**src/rtl/fesm_pkg.sv**
```systemverilog
package fesm_pkg;
  localparam logic [2:0] OP_LD   = 3'b000;
  localparam logic [2:0] OP_ST   = 3'b001;
  localparam logic [2:0] OP_LDT  = 3'b010;
  localparam logic [2:0] OP_LDET = 3'b011;
  localparam logic [2:0] OP_STF  = 3'b100;
  localparam logic [2:0] OP_STFT = 3'b101;

  typedef struct packed {
    logic trap;     // bad condition, no side effects
    logic data_we;  // write data word
    logic tag_we;   // update presence flag
    logic tag_val;  // new presence value
    logic rd_en;    // return stored word
  } fesm_act_t;
endpackage

```
**src/rtl/fesm_decide.sv**
```systemverilog
module fesm_decide
  import fesm_pkg::*;
(
  input  logic [2:0] op,
  input  logic       present,
  output fesm_act_t  act
);
  always_comb begin
    act = '0;
    unique case (op)
      OP_LD:   act.rd_en = 1'b1;
      OP_ST:   act.data_we = 1'b1;
      OP_LDT:  begin
        act.trap  = ~present;
        act.rd_en = present;
      end
      OP_LDET: begin
        act.trap    = ~present;
        act.rd_en   = present;
        act.tag_we  = present;
        act.tag_val = 1'b0;
      end
      OP_STF:  begin
        act.data_we = 1'b1;
        act.tag_we  = 1'b1;
        act.tag_val = 1'b1;
      end
      OP_STFT: begin
        act.trap    = present;
        act.data_we = ~present;
        act.tag_we  = ~present;
        act.tag_val = 1'b1;
      end
      default: act.trap = 1'b1;
    endcase
  end
endmodule

```
**src/rtl/fesm_data_store.sv**
```systemverilog
module fesm_data_store #(
  parameter int ADDR_W = 6,
  parameter int DATA_W = 32
) (
  input  logic              clk,
  input  logic [ADDR_W-1:0] addr,
  input  logic              we,
  input  logic [DATA_W-1:0] wdata,
  output logic [DATA_W-1:0] rdata
);
  localparam int WORDS = 2 ** ADDR_W;

  logic [DATA_W-1:0] mem [WORDS];

  always_ff @(posedge clk) begin
    if (we) mem[addr] <= wdata;
  end

  assign rdata = mem[addr];
endmodule

```
**src/rtl/fesm_tag_store.sv**
```systemverilog
module fesm_tag_store #(
  parameter int ADDR_W = 6,
  parameter int WPL    = 4
) (
  input  logic              clk,
  input  logic              rst_n,
  input  logic [ADDR_W-1:0] addr,
  input  logic              we,
  input  logic              wval,
  output logic              present
);
  localparam int OFF_W  = $clog2(WPL);
  localparam int LINE_W = ADDR_W - OFF_W;
  localparam int LINES  = 2 ** LINE_W;

  logic [WPL-1:0]    tags [LINES];
  logic [LINE_W-1:0] line;
  logic [OFF_W-1:0]  off;

  assign line = addr[ADDR_W-1:OFF_W];
  assign off  = addr[OFF_W-1:0];

  always_ff @(posedge clk or negedge rst_n) begin
    if (!rst_n) begin
      for (int i = 0; i < LINES; i++) tags[i] <= '0;
    end else if (we) begin
      tags[line][off] <= wval;
    end
  end

  assign present = tags[line][off];

  // a flag update lands on the addressed word only
  assert_flag_update_R10: assert property (@(posedge clk) disable iff (!rst_n)
    we |=> (tags[$past(line)][$past(off)] == $past(wval)));
  assert_line_others_kept_R10: assert property (@(posedge clk) disable iff (!rst_n)
    we |=> ((tags[$past(line)] & ~(WPL'(1) << $past(off)))
            == ($past(tags[line]) & ~(WPL'(1) << $past(off)))));
endmodule

```
**src/rtl/fesm_top.sv**
```systemverilog
module fesm_top
  import fesm_pkg::*;
#(
  parameter int ADDR_W = 6,
  parameter int DATA_W = 32,
  parameter int WPL    = 4
) (
  input  logic              clk,
  input  logic              rst_n,
  input  logic              req_valid,
  output logic              req_ready,
  input  logic [2:0]        req_op,
  input  logic [ADDR_W-1:0] req_addr,
  input  logic [DATA_W-1:0] req_wdata,
  output logic [DATA_W-1:0] rsp_rdata,
  output logic              rsp_done,
  output logic              rsp_trap
);
  logic              accept;
  logic              present;
  logic [DATA_W-1:0] cur_word;
  fesm_act_t         act;

  assign accept = req_valid & req_ready;

  fesm_decide u_decide (
    .op      (req_op),
    .present (present),
    .act     (act)
  );

  fesm_data_store #(.ADDR_W(ADDR_W), .DATA_W(DATA_W)) u_data (
    .clk   (clk),
    .addr  (req_addr),
    .we    (accept & act.data_we),
    .wdata (req_wdata),
    .rdata (cur_word)
  );

  fesm_tag_store #(.ADDR_W(ADDR_W), .WPL(WPL)) u_tags (
    .clk     (clk),
    .rst_n   (rst_n),
    .addr    (req_addr),
    .we      (accept & act.tag_we),
    .wval    (act.tag_val),
    .present (present)
  );

  always_ff @(posedge clk or negedge rst_n) begin
    if (!rst_n) begin
      req_ready <= 1'b0;
      rsp_done  <= 1'b0;
      rsp_trap  <= 1'b0;
      rsp_rdata <= '0;
    end else begin
      req_ready <= 1'b1;
      rsp_done  <= accept & ~act.trap;
      rsp_trap  <= accept & act.trap;
      rsp_rdata <= (accept & act.rd_en) ? cur_word : '0;
    end
  end

  // single, exclusive response to each accepted request
  assert_done_trap_excl_R9: assert property (@(posedge clk) disable iff (!rst_n)
    !(rsp_done && rsp_trap));
  assert_rsp_after_req_R9: assert property (@(posedge clk) disable iff (!rst_n)
    (rsp_done || rsp_trap) |-> $past(req_valid && req_ready));
  assert_req_gets_rsp_R9: assert property (@(posedge clk) disable iff (!rst_n)
    (req_valid && req_ready) |=> (rsp_done || rsp_trap));
  // trap carries no data
  assert_trap_zero_data_R8: assert property (@(posedge clk) disable iff (!rst_n)
    rsp_trap |-> (rsp_rdata == '0));
  // no acceptance or response while reset is held
  always_comb begin
    if (!rst_n) assert_reset_quiet_R1: assert (!req_ready && !rsp_done && !rsp_trap);
  end
endmodule

```
**config.mk**
```make
export PLATFORM = sky130hd
export DESIGN_NAME = fesm_top
export DESIGN_NICKNAME = d
export VERILOG_FILES = /design/src/rtl/fesm_pkg.sv /design/src/rtl/fesm_decide.sv /design/src/rtl/fesm_data_store.sv /design/src/rtl/fesm_tag_store.sv /design/src/rtl/fesm_top.sv
export SDC_FILE = /design/constraint.sdc
export NUM_CORES = 2
export LEC_CHECK = 0
export BUFFER_PORTS_ARGS = -buffer_cell sky130_fd_sc_hd__buf_2
export CAP_MARGIN = 40
export CORE_MARGIN = 2
export CORE_UTILIZATION = 50
export DETAILED_ROUTE_END_ITERATION = 12
export GPL_ROUTABILITY_DRIVEN = 1
export PLACE_DENSITY = 0.65
export SYNTH_ARGS = -nofsm -noshare
export SYNTH_HDL_FRONTEND = slang
export SYNTH_HIERARCHICAL = 1
export SYNTH_SLANG_ARGS = --single-unit
```
**constraint.sdc**
```tcl
create_clock -name clk -period 5.8 [get_ports clk]
set_input_delay 0.29 -clock clk [delete_from_list [all_inputs] [get_ports clk]]
set_output_delay 0.29 -clock clk [all_outputs]
set_load 0.02 [all_outputs]
```
## Word-level counts from Yosys, hierarchy flattened

Memory sizes are Yosys's and may differ from the RTL's.
Cells that the tools add are included.

- Magnitude comparators: 4
- Muxes and demuxes: 17
- Bitwise logic cells: 9
- Reduce and logical (&&, ||, !) cells: 6
- Equal/unequal tests: 5

Operator list:

| kind | count |
|---|---|
| $bwmux 64 | 1 |
| $mux 32 | 1 |
| $bmux 4 s4 | 1 |
| $demux 4 s4 | 1 |
| $mux 4 | 3 |
| $and 1x1->1 | 6 |
| $eq 3x2->1 const B | 2 |
| $eq 3x3->1 const B | 2 |
| $pmux 2 s3 | 1 |
| $ge 5x5->1 const B | 1 |
| $lt 5x1->1 const B | 1 |
| $not 4->5 | 1 |
| $mux 1 | 4 |
| $pmux 1 s2 | 2 |
| $reduce_or 2->1 | 2 |
| $eq 3x1->1 const B | 1 |
| $logic_not 3->1 | 1 |
| $lt 2x3->1 const B | 1 |
| $pmux 1 s3 | 1 |
| $reduce_or 3->1 | 1 |
| $bmux 1 s2 | 1 |
| $demux 1 s2 | 1 |
| $ge 2x1->1 const B | 1 |
| $logic_and 1x1->1 | 2 |
| $not 1->1 | 2 |

- Memories: 1
- Output and inout port bits: 35
- Bits of input ports: 44
- Register bits after elaboration: 99
- Bits in writable memories: 2,048
- Logic and storage cells: 62

Memories:

| name | words | bits a word | rd ports | clocked after Yosys merged registers in | write ports | line | RTL |
|---|---|---|---|---|---|---|---|
| u_data.mem | 64 | 32 | 1 | 0 | 1 | fesm_data_store.sv:13 | `logic [DATA_W-1:0] mem [WORDS];` |

## Longest topological paths before layout

- Word-level depth: 11
- Mapped depth: 14
- Mapped depth without buffers: 11

## Cells and area by module

The synthesis kept the hierarchy.

Modules (own cells, without submodules):

| module | area an instance (µm²) | times used | seq. area each (µm²) | cells an instance |
|---|---|---|---|---|
| fesm_data_store | 78,287.6 | 1 | 61,499.0 | 4,207 |
| fesm_tag_store | 3,373.2 | 1 | 1,601.5 | 278 |
| fesm_top | 1,229.9 | 1 | 875.8 | 81 |
| fesm_decide | 76.3 | 1 | 0.0 | 12 |

## Least setup slack after synthesis

Ideal clock, no wire load.

- Path kind: input to register
- From: input req_addr[2]
- To: memory u_data.mem[11][0] (enable)
- Buffers on the path: 2
- Required time: 5.379 ns
- Arrival: 4.055 ns
- Stages: 11
- Setup time: 0.421 ns
- Path slack: 1.324 ns
- Cell sequence: buf_6 > buf_8 > mux4_2 > a22oi_2 > a21oi_1 > or4_1 > a31oi_1 > and3_1 > nor2b_1 > nand2_1 > nor2_1

RTL lines:

| item | line | RTL |
|---|---|---|
| start, declared | fesm_top.sv:13 | `input logic [ADDR_W-1:0] req_addr,` |
| end, declared | fesm_data_store.sv:13 |  |

==> metrics.yaml <==
power_and_ir_drop:
  power_uw: 32500
  p_comb_frac: 0.052
  cellInternalPower_uw: 25400
  pwr-share-clk: 0.424
  swShare: 0.219
  pwr-share-seq: 0.524
  power.switching_uw: 7100
  leakage_uw: 0.0315
  ir_drop_mv: 0.282
  powerDensity_mw_per_mm2: 342
run_status:
  status: "finished clean"
worst_setup_path:
  critPathKind: "reg -> reg"
  worstPathRequired_ns: 6.26
  slowest_delay_ns: 0.68
  endpoint_kind: "flop"
  worst-path-buf-inv: 2
  crit_slowest_cell: "or4_1"
  cp_common_cell: "buf_4"
  worstPathCellList: "mux4_1 -> a22oi_1 -> a21oi_1 -> or4_1 -> a31oi_1 -> and3_1 -> nand3_1 -> buf_4 -> nor2_4 -> buf_4"
  critPathArrivalTime_ns: 5.05
  path_delay_family: "simple AND/OR/NAND/NOR gates"
  cp-start-kind: "flop"
  crit_path_max_fanout: 32
global_routing:
  antenna_found_initial: 14
  grt_overflow: 0
  met3_usage: 0.0657
  grt_pass1_wl_um: 337000
  grt_max_degree: 116
  grtUsageMet1: 0.405
  grt_pass1_vias: 45511
  busiest_layer: "met2"
  grt_use_total: 0.279
  use_met2: 0.415
cts:
  clock-sinks: 2147
  cts_buffers: 210
  clkLatencyLatePin_ns: 0.87
  root_buffer: "clkbuf_16"
  cts_setup_buffers: 0
  clk_transition_reported_paths_ns: 0.06
  max-clock-path-buffers: 3
  cts_tree: "yes"
  h-tree-depth: 4
logic_synthesis:
  syn_inst: 4578
  ys_seq_area_frac: 0.771
  post_synth_mux_area_share: 0.0911
  syn-num-nets: 4622
  ys.flop_type: "edfxtp_1"
  synth_top_family_by_area: "multiplexers"
  ys_seq_elements: 2147
  synth.avg_cell_area_um2: 18.1
  yosys.area.top_type: "edfxtp_1"
  async_flop_share: 0.0461
  yosysUniqueCellTypes: 65
  syn_area_mm2: 0.0830
  synth.top_cell.area_share: 0.741
  ys_warn_count: 6
  yosys.area_share.xor_xnor: 0
  synth_compound_area_frac: 0.0838
  synth_fa_ha_area_frac: 0
  synth.area.top_cells: "edfxtp_1 74%, mux2i_1 3.1%, dfrtp_1 3.0%"
  synthSimpleGateAreaFrac: 0.0362
  synth_edf_count: 2048
timing:
  rsz0062_at_grt: "false"
  skew_ns: 0.0516
  relSlewSlack: 0.254
  finalCritPeriodShare: 0.791
  final-setup-viol-count: 0
  fin_crit_ns: 4.59
  tns_ns: 0
  fmax_mhz: 218
  worstMarginPinSlew_ns: 1.12
  slew_viol_final: 0
  finalHoldViolCount: 0
final_layout:
  post-route-util: 0.577
  fin_nets: 4852
  final_common_cell: "edfxtp_1"
  layout_common_cells: "2048 x edfxtp_1, 259 x mux2i_1, 211 x mux2_2, 210 x clkbuf_16, 199 x buf_4"
  drive_gt1_frac: 0.208
  area_growth_pct: 14.5
  fillers: 12208
floorplan:
  row_count: 149
  ios: 79
  die_h_um: 411
  dieArea_mm2: 0.169
  start_util: 0.503
  core_area_mm2: 0.165
  die_w_um: 411
routing:
  drc_errors: 0
  viasPerCell: 6.59
  wl_per_cell_um: 33.1
  drt-pass1-iter-count: 6
  drt_iter0_drc: 7846
  final_antenna_net_count: 0
  drt_wl_total_um: 238000
  num_vias: 47381
place:
  port_buffers: 78
  routabilityCongestion: 0.879
  dp_hpwl_um: 137000
job:
  cap_violations: 0
worst_hold_path:
  hold_path_class: "in -> reg"
==> cell usage after synthesis (all sizes together) (5+ instances only) <==
library cell and number:
edfxtp 2048, mux2i 259, mux2 212, a22oi 196
clkbuf 187, a221oi 175, nor2 171, buf 141
a21oi 127, mux4 112, dfrtp 99, o22ai 93
and3 90, o21ai 85, nand2 76, o22a 70
a22o 66, nand3 58, a31oi 44, and4 32
nor3 26, nand2b 24, a211oi 18, a222oi 16
or4 16, a2111oi 15, a221o 15, nor4 15
o2bb2ai 15, or4b 14, nor2b 10, and2 6
o221ai 6, nand3b 5
==> cell type report <==
class,count,area [µm²],share of cell area
repair buffers,346,3130,0.0330
clock inverters,122,1400,0.0147
multi-input cells,2100,18100,0.191
diodes,6,15.0,0.000158
flip-flops and latches,2147,64000,0.673
inverters,3,18.8,0.000198
well taps,2189,2740,0.0288
clock buffers,275,5600,0.0589
==> registers in the layout, indices dropped and copies added, names as in the netlist <==
name	count
rsp_rdata	32
req_ready	1
rsp_done	1
u_data/mem	2048
u_tags/tags	64
rsp_trap	1
==> per-stage QoR <==
step / area, µm² / hold slack [ns] / instances / worst slack [ns]
after floorplan: 83000 / -0.00559 / 4578 / 1.32
after global routing: 95000 / 0.0697 / 7182 / 1.15
final: 95000 / 0.0953 / 7188 / 1.21
after CTS: 95000 / 0.0367 / 7179 / 1.28
after global placement: 87600 / 0.362 / 6757 / 0.559
after detailed placement: 87900 / 0.371 / 6774 / 0.941
==> worst register-to-register path, delay by kind of cell, from the launching register on <==
| kind | cells | cell delay, ns |
|---|---|---|
| compound gates | 3 | 0.60 |
| simple gates | 4 | 1.80 |
| buf+inv | 2 | 0.92 |
| mux | 1 | 0.52 |
| flops | 1 | 0.36 |
==> cells by family (layout without fill, tap and decap cells) <==
group | count (synthesis) | after routing
buf+inv | 331 | 746
mux | 583 | 583
other cells | 1 | 7
flops | 2147 | 2147
compound gates | 950 | 950
simple gates | 566 | 566
==> power groups by stage <==
stage / Sequential (µW) / Clock [µW] / Combinational, µW
after floorplan: 17300 / 0 / 801
after global placement: 17300 / 0 / 1620
after detailed placement: 17300 / 0 / 1660
after CTS: 17000 / 13900 / 1670
after global routing: 17000 / 14500 / 1770
final: 17000 / 13800 / 1700
==> final timing paths <==
kind	startpoint	to	slack (ns)	depth (start not counted)
worst max register to register	u_tags/tags[11]	u_data/mem[23][15]	1.21	10
max in group asynchronous	rst_n	rsp_rdata[26]	3.59	4
worst min register to register	u_tags/tags[11]	u_tags/tags[11]	0.50	1
worst max-delay path	u_tags/tags[11]	u_data/mem[23][15]	1.21	10
worst min-delay path	req_op[0]	rsp_rdata[24]	0.1	4
min in group asynchronous	rst_n	rsp_rdata[6]	0.51	3
==> repair_timing <==
action	4_1_cts	5_1_grt
resized for setup	0	0
hold buffers	8	0
hold endpoints to repair	81	0
==> metal layers <==
metal	vias up	wire length (µm)
li1	19390	-
met1	24490	94400
met2	3033	107000
met3	454	27400
met4	14	9030
met5	-	102
Power figures use the tool's default switching activity.
